<file path="src/rtl/cordic_pkg.sv">
package cordic_pkg;

  // Maximum micro-rotation count covered by the constant tables
  localparam int MAX_ITER = 16;

  // atan(2^-i) scaled by 2^15 (radians, one integer bit)
  localparam int unsigned ATAN_RAD [0:MAX_ITER-1] = '{
    25736, 15193, 8027, 4075, 2045, 1024, 512, 256,
    128, 64, 32, 16, 8, 4, 2, 1
  };

  // atan(2^-i) in degrees scaled by 2^8
  localparam int unsigned ATAN_DEG [0:MAX_ITER-1] = '{
    11520, 6801, 3593, 1824, 916, 458, 229, 115,
    57, 29, 14, 7, 4, 2, 1, 0
  };

  typedef enum logic {
    ANG_RAD = 1'b0,
    ANG_DEG = 1'b1
  } ang_mode_e;

endpackage

</file>
<file path="src/rtl/cordic_atan_rom.sv">
module cordic_atan_rom
  import cordic_pkg::*;
#(
  parameter int W     = 17,
  parameter int ITER  = 16,
  localparam int IDX_W = (ITER > 1) ? $clog2(ITER) : 1
) (
  input  logic [IDX_W-1:0]    idx,
  input  ang_mode_e           mode,
  output logic signed [W-1:0] atan_val
);

  logic signed [W-1:0] rad_tab [ITER];
  logic signed [W-1:0] deg_tab [ITER];

  generate
    for (genvar i = 0; i < ITER; i++) begin : g_tab
      assign rad_tab[i] = W'(ATAN_RAD[i]);
      assign deg_tab[i] = W'(ATAN_DEG[i]);
    end
  endgenerate

  always_comb begin
    if (mode == ANG_DEG) atan_val = deg_tab[idx];
    else                 atan_val = rad_tab[idx];
  end

endmodule

</file>
<file path="src/rtl/cordic_microrot.sv">
module cordic_microrot #(
  parameter int W     = 17,
  parameter int IDX_W = 4
) (
  input  logic signed [W-1:0] x_in,
  input  logic signed [W-1:0] y_in,
  input  logic signed [W-1:0] z_in,
  input  logic [IDX_W-1:0]    shamt,
  input  logic signed [W-1:0] atan_val,
  output logic signed [W-1:0] x_out,
  output logic signed [W-1:0] y_out,
  output logic signed [W-1:0] z_out
);

  logic signed [W-1:0] x_sh;
  logic signed [W-1:0] y_sh;
  logic                turn_neg;

  assign x_sh     = x_in >>> shamt;
  assign y_sh     = y_in >>> shamt;
  assign turn_neg = z_in[W-1];

  // Rotate toward the sign of the residual angle
  always_comb begin
    if (turn_neg) begin
      x_out = x_in + y_sh;
      y_out = y_in - x_sh;
      z_out = z_in + atan_val;
    end else begin
      x_out = x_in - y_sh;
      y_out = y_in + x_sh;
      z_out = z_in - atan_val;
    end
  end

endmodule

</file>
<file path="src/rtl/cordic_seq.sv">
module cordic_seq #(
  parameter int ITER  = 16,
  localparam int IDX_W = (ITER > 1) ? $clog2(ITER) : 1
) (
  input  logic             clk,
  input  logic             rst_n,
  input  logic             start,
  output logic             busy,
  output logic [IDX_W-1:0] step,
  output logic             done
);

  localparam logic [IDX_W-1:0] LAST_STEP = IDX_W'(ITER - 1);

  always_ff @(posedge clk or negedge rst_n) begin
    if (!rst_n) begin
      busy <= 1'b0;
      step <= '0;
      done <= 1'b0;
    end else begin
      done <= 1'b0;
      if (start && !busy) begin
        busy <= 1'b1;
        step <= '0;
      end else if (busy) begin
        if (step == LAST_STEP) begin
          busy <= 1'b0;
          done <= 1'b1;
          step <= '0;
        end else begin
          step <= step + 1'b1;
        end
      end
    end
  end

endmodule

</file>
<file path="src/rtl/cordic_rot.sv">
module cordic_rot
  import cordic_pkg::*;
#(
  parameter int W    = 17,
  parameter int ITER = 16
) (
  input  logic                clk,
  input  logic                rst_n,
  input  logic                in_valid,
  output logic                in_ready,
  input  logic                in_mode,
  input  logic signed [W-1:0] in_x,
  input  logic signed [W-1:0] in_y,
  input  logic signed [W-1:0] in_ang,
  output logic                busy,
  output logic                out_valid,
  output logic signed [W-1:0] out_x,
  output logic signed [W-1:0] out_y,
  output logic signed [W-1:0] out_z
);

  localparam int IDX_W = (ITER > 1) ? $clog2(ITER) : 1;

  logic                accept;
  logic [IDX_W-1:0]    step;
  ang_mode_e           mode_q;
  logic signed [W-1:0] x_q, y_q, z_q;
  logic signed [W-1:0] x_nx, y_nx, z_nx;
  logic signed [W-1:0] atan_val;

  assign in_ready = ~busy;
  assign accept   = in_valid & in_ready;

  cordic_seq #(.ITER(ITER)) u_seq (
    .clk   (clk),
    .rst_n (rst_n),
    .start (accept),
    .busy  (busy),
    .step  (step),
    .done  (out_valid)
  );

  cordic_atan_rom #(.W(W), .ITER(ITER)) u_rom (
    .idx      (step),
    .mode     (mode_q),
    .atan_val (atan_val)
  );

  cordic_microrot #(.W(W), .IDX_W(IDX_W)) u_rot (
    .x_in     (x_q),
    .y_in     (y_q),
    .z_in     (z_q),
    .shamt    (step),
    .atan_val (atan_val),
    .x_out    (x_nx),
    .y_out    (y_nx),
    .z_out    (z_nx)
  );

  // Working registers double as result registers
  always_ff @(posedge clk or negedge rst_n) begin
    if (!rst_n) begin
      x_q    <= '0;
      y_q    <= '0;
      z_q    <= '0;
      mode_q <= ANG_RAD;
    end else if (accept) begin
      x_q    <= in_x;
      y_q    <= in_y;
      z_q    <= in_ang;
      mode_q <= ang_mode_e'(in_mode);
    end else if (busy) begin
      x_q <= x_nx;
      y_q <= y_nx;
      z_q <= z_nx;
    end
  end

  assign out_x = x_q;
  assign out_y = y_q;
  assign out_z = z_q;

endmodule

</file>
<file path="config.mk">
export PLATFORM = sky130hd
export DESIGN_NAME = cordic_rot
export DESIGN_NICKNAME = d
export VERILOG_FILES = /design/src/rtl/cordic_pkg.sv /design/src/rtl/cordic_atan_rom.sv /design/src/rtl/cordic_microrot.sv /design/src/rtl/cordic_seq.sv /design/src/rtl/cordic_rot.sv
export SDC_FILE = /design/constraint.sdc
export NUM_CORES = 1
export LEC_CHECK = 0
export BUFFER_PORTS_ARGS = -buffer_cell sky130_fd_sc_hd__buf_2
export CORE_ASPECT_RATIO = 1.4
export CORE_MARGIN = 1
export CORE_UTILIZATION = 35
export DETAILED_ROUTE_END_ITERATION = 12
export SLEW_MARGIN = 40
export SYNTH_ARGS = -nofsm -noshare
export SYNTH_HDL_FRONTEND = slang
export SYNTH_SLANG_ARGS = --single-unit
</file>
<file path="constraint.sdc">
create_clock -name clk -period 5.4 [get_ports clk]
set_input_delay 1.08 -clock clk [delete_from_list [all_inputs] [get_ports clk]]
set_output_delay 1.08 -clock clk [all_outputs]
set_load 0.02 [all_outputs]
</file>
==> results.toml, run 1 <==
[final_layout]
area_delta_synth_final_pct = 13.89
fillers = 2340
multi_input_area_um2 = 6223
final_cell_area_um2 = 9195
nets = 1165
regArea_um2 = 1458
drive_gt1_share_pct = 19.87
antenna_cells = 0

[worst_setup_path]
critPathCaptureType = "register"
cp-start-kind = "register"
crit_path_top_delay_cell = "mux4_2"
crit_top_cell = "a21oi_1"
cp_top_family = "compound AO/OA/AOI/OAI gates"
crit_path_max_incr_delay_ns = 0.59
path_cells = "buf_12, mux4_2, nor2_1, nor2_1, o21ai_0, ha_1, nor4bb_1, a21oi_1, xor2_1, ha_1, a21o_1, a21oi_1, o21bai_1, a221o_1, a31oi_1, o21ai_0, xnor2_1, a21oi_1"
path_buf_inv = 1
crit_type = "register to register"
startpoint = "u_seq.step[0]"
r2r_start = "u_seq.step[0]"
crit_required_ns = 5.61
worst-path-max-fanout = 48
cp.arrival_ns = 5.08

[clock_network]
cts_buffer_depth = 2
ctsHoldBuffers = 0
htreeDepth = 3
cts_resized = 0
clk_pin_slew_ns = 0.06
cts_root_buf = "clkbuf_16"
cts_made_buffers = 9
cts_tree = "built"
cts_setup_buffers = 0
clock-sinks = 58
clk_latency_ns = 0.36

[floorplanning]
fp.dieArea_um2 = 23690
die_h_um = 181.7
num_io_pins = 109
die_w_um = 130.4
rows = 65
core_region_area_um2 = 22610
initial_core_util_pct = 35.71

[placed_design]
portBuffers = 108
gp_congestion = 0.9259
post-dp-hpwl_um = 18220
dpl-instance-area_um2 = 8915

[synth]
synth_mux_area_share_pct = 18.29
yosys_warnings = 0
synthCells = 961
yosys_register_bits = 58
ys_dominant_reg_cell = "dfrtp_1"
synth_edf_count = 0
synth.most_common_cell = "nand2_1"
yosys.area.top_type = "dfrtp_1"
synthXorXnorAreaFrac_pct = 8.136
synth_fp_nets = 1084
avgSynthCellArea_um2 = 8.402
ys_async_sr_fraction_pct = 100.0
synth_cell_types = 80
syn_area_um2 = 8074
synth_top_family_by_area = "compound AO/OA/AOI/OAI gates"
seq_area_frac_synth_pct = 17.98
synth_compound_area_share_pct = 22.11
yosys.area_share.simple_pct = 17.73
synth_fa_ha_area_share_pct = 10.82
yosys-top-cells-count = "nand2_1, a21oi_1, ha_1"
synth_top_area_share_pct = 17.98
ys_top_cells_by_area = "dfrtp_1, ha_1, mux4_2"

[timing]
finClkSkew_ns = 0.01542
timing.final.max_slew_violations = 0
grt_setup_unrepaired = "no"
fin_crit_ns = 4.867
setup_viol = 0
fmax_mhz = 205.5
timing.slew.headroom_pct = 51.05
worst_pin_slew_ns = 0.7342
finalCritPeriodShare_pct = 90.13
finalSetupTns_ns = 0
report.final.hold_viol_count = 0

[detailed_routing]
via_per_inst = 5.737
drtAntennaViolNets = 0
drc_errors = 0
drt-total-wl_um = 24730
wire_per_inst_um = 18.35
first_iter_violations = 436
via_count = 7734
firstDrtPassIters = 7

[grt]
grt_max_degree = 75
grt_antenna_before_repair = 0
gr-usage-all-layers_pct = 21.58
overflow = 0
grt_pass1_wl_um = 39610
grt_pass1_vias = 7643

[hold_path]
worstHoldStart = "out_z[2]"
hold_path.class = "register to register"

[run]
cap_violations = 0

[outcome]
status = "complete, no violations"
## area by class of cell
class | instances | area share (%)
well taps | 301 | 4.096
flip-flops and latches | 58 | 15.85
clock inverters | 2 | 0.1361
multi-input cells | 811 | 67.68
repair buffers | 130 | 8.056
clock buffers | 14 | 2.871
inverters | 32 | 1.306
## cells by family after synthesis
group	Yosys count
flops	58
mux	105
compound gates	277
fa+ha+maj	68
simple gates	286
buf+inv	92
xor+xnor	75
## placed cells by master, fill, tap and decap left out, drive strengths merged, types with 10 or more instances in the layout
master / Yosys / final
buf: 26 / 130
nand2: 92 / 92
a21oi: 74 / 74
o21ai: 67 / 67
ha: 65 / 65
nor2: 64 / 64
dfrtp: 58 / 58
mux2i: 56 / 56
xnor2: 41 / 41
xor2: 34 / 34
mux4: 32 / 32
inv: 32 / 32
nand3: 22 / 22
a31oi: 19 / 19
nand2b: 18 / 18
a211oi: 18 / 18
mux2: 17 / 17
nor3: 16 / 16
clkbuf: 34 / 14
nor2b: 13 / 13
o211ai: 10 / 10
a21o: 10 / 10
## per-layer routing
| layer | global-route usage (%) | share of wire [%] | vias up | routed length, µm |
|---|---|---|---|---|
| met1 | 26.43 | 42 | 3670 | 10340 |
| met2 | 36.43 | 49 | 254 | 12180 |
| met4 | 9.333 | 3.3 | 0 | 805 |
| li1 | - | - | 3764 | - |
| met3 | 4.007 | 5.7 | 46 | 1401 |
| met5 | 0 | 0 | - | 0 |
## metrics by stage
stage / setup WS (ns) / std cells / utilization, % / hold slack (ns)
final: 0.5330 / 1348 / 40.67 / 0.6061
after global routing: 0.2149 / 1348 / 40.67 / 0.6575
after CTS: 0.5700 / 1348 / 40.65 / 0.6151
after detailed placement: 0.5890 / 1332 / 39.43 / 0.6012
after global placement: 0.6685 / 1332 / 39.41 / 0.5935
after floorplan: 0.08290 / 961 / - / 0.6945
## sequential cells by signal (all words and copies together) (netlist names)
register	count
u_seq.busy	1
out_y	17
out_z	17
mode_q	1
u_seq.step	4
out_x	17
u_seq.done	1
## worst paths after layout
| check | cells past startpoint | slack (ns) | to |
|---|---|---|---|
| worst max-delay path | 18 | 0.53 | out_x[16] |
| worst min-delay path | 2 | 0.61 | out_z[2] |
| worst max register to register | 18 | 0.53 | out_x[16] |
| worst min register to register | 2 | 0.61 | out_z[2] |
| max in group asynchronous | 2 | 4.12 | u_seq.busy |
| min in group asynchronous | 2 | 0.81 | out_x[11] |
## tightest hold or removal path: cells and delay by family, from the launching register on
kind            cells  cell delay (ns)
compound gates      1             0.13
flops               1             0.37
mux                 1             0.07
Power of run 1 is not shown: default switching activity piles up to over one toggle a cycle in this logic, so the estimate is an artifact.
==> inputs of run 2 (changes only) <==
CAP_MARGIN = 0   (was default)
CORE_ASPECT_RATIO = 1.5   (was 1.4)
RECOVER_POWER = 100   (was default)
==> results.toml, run 2 (synthesis gave the netlist of run 1 again) <==
[hold_path]
worstHoldPathCells = 2
hold_end = "out_z[4]"
hold_path.class = "register to register"
worstHoldStart = "out_z[4]"

[clock_network]
cts_resized = 0
ctsHoldBuffers = 0
cts_tree = "built"
cts_root_buf = "clkbuf_16"
clk_pin_slew_ns = 0.06
clk_latency_ns = 0.36
htreeDepth = 3
cts_buffer_depth = 2
cts_made_buffers = 9
cts_setup_buffers = 0
clock-sinks = 58

[outcome]
violations = "max-capacitance violations, max-slew violations"
status = "finished, violations left"

[final_layout]
multi_input_area_um2 = 6222
fillers = 2357
nets = 1163
drive_gt1_share_pct = 14.16
final_core_util_pct = 40.47
mostFrequentLayoutCells = "nand2_1, a21oi_1, ha_1"
regArea_um2 = 1454
final_cell_area_um2 = 9092
area_delta_synth_final_pct = 12.61
antenna_cells = 0
layout_commonest_cell = "nand2_1"
layout.cells.non_filler = 1321

[detailed_routing]
first_iter_violations = 436
drt-total-wl_um = 24670
drc_errors = 0
via_per_inst = 5.892
via_count = 7783
firstDrtPassIters = 7
drtAntennaViolNets = 0
wire_per_inst_um = 18.67

[worst_setup_path]
r2r_end = "out_y[16]"
cp.arrival_ns = 5.14
rrSetupSlack_ns = 0.44
worst-path-max-fanout = 21
cp-start-kind = "register"
crit_type = "register to register"
r2r.worst_path.cells = 19
crit_required_ns = 5.58
r2r_start = "u_seq.step[2]"
critPathCaptureType = "register"

[timing]
fin_crit_ns = 4.962
timing.slew.headroom_pct = -27.96
fmax_mhz = 201.5
finalCritPeriodShare_pct = 91.88
worst_pin_slew_ns = 1.919
finalSetupTns_ns = 0
grt_setup_unrepaired = "no"
timing.final.max_slew_violations = 61
finClkSkew_ns = 0.005512
report.final.hold_viol_count = 0
setup_viol = 0

[run]
cap_violations = 2

[placed_design]
portBuffers = 108
dp_cells = 1305
gp_congestion = 0.8918
dpl-instance-area_um2 = 8881
post-dp-hpwl_um = 18280

[floorplanning]
rows = 67
core_region_area_um2 = 22470
num_io_pins = 109
die_w_um = 126.0
fp.dieArea_um2 = 23690
die_h_um = 188.0
initial_core_util_pct = 35.94

[grt]
grt_pass1_vias = 7513
grt_pass1_wl_um = 39760
gr-usage-all-layers_pct = 21.27
grt_max_degree = 67
overflow = 0
grt_antenna_before_repair = 0
[run 2: cell types whose count changed in the layout (fill, tap and decap cells not counted), moves of 2 or more]
cell      previous run  this run
buf_2              107        54
clkinv_2             1         3
buf_4               19        11
clkbuf_1             3        59
[run 2: layout make-up]
cell class	instances	area share (%)
clock inverters	5	0.5780
clock buffers	11	2.780
multi-input cells	811	68.43
flip-flops and latches	58	15.99
well taps	276	3.798
repair buffers	128	7.101
inverters	32	1.321
[run 2: routing by layer]
metal | global-route usage [%] | vias up | share of wire [%] | routed length (µm)
met5 | 0 | - | 0 | 0
met4 | 9.639 | 0 | 3.1 | 770
met3 | 2.825 | 49 | 5.1 | 1259
met2 | 37.55 | 277 | 50 | 12460
met1 | 25.41 | 3706 | 41 | 10180
li1 | - | 3751 | - | -
[run 2: how the worst max path moves through the flow]
stage | start | to
after floorplan | u_seq.step[1] | out_z[16]
after global routing | u_seq.step[1] | out_x[16]
after CTS | u_seq.step[2] | out_y[16]
after detailed placement | u_seq.step[2] | out_y[16]
after global placement | u_seq.step[2] | out_y[16]
final | u_seq.step[2] | out_y[16]
[run 2: critical path: stages (launching register included)]
cell,delay [ns]
dfrtp_1,0.87
buf_4,0.26
mux4_2,0.30
mux2i_1,0.21
mux2_2,0.24
ha_1,0.22
nand2_1,0.06
or4_1,0.41
nand2_2,0.14
a21oi_1,0.09
xnor2_1,0.19
ha_1,0.33
o21a_1,0.15
o211ai_1,0.09
nand2b_1,0.17
a311oi_1,0.33
a41oi_1,0.21
a21oi_1,0.21
and4_2,0.25
a211oi_2,0.05
[run 2: through the flow]
stage | hold WS (ns) | setup slack, ns
detailed placement | 0.6050 | 0.6020
global placement | 0.5971 | 0.6753
CTS | 0.6164 | 0.5689
global route | 0.6560 | 0.05652
finish | 0.6106 | 0.4383
floorplan | 0.6945 | 0.08290
Power of run 2 is left out for the same reason.
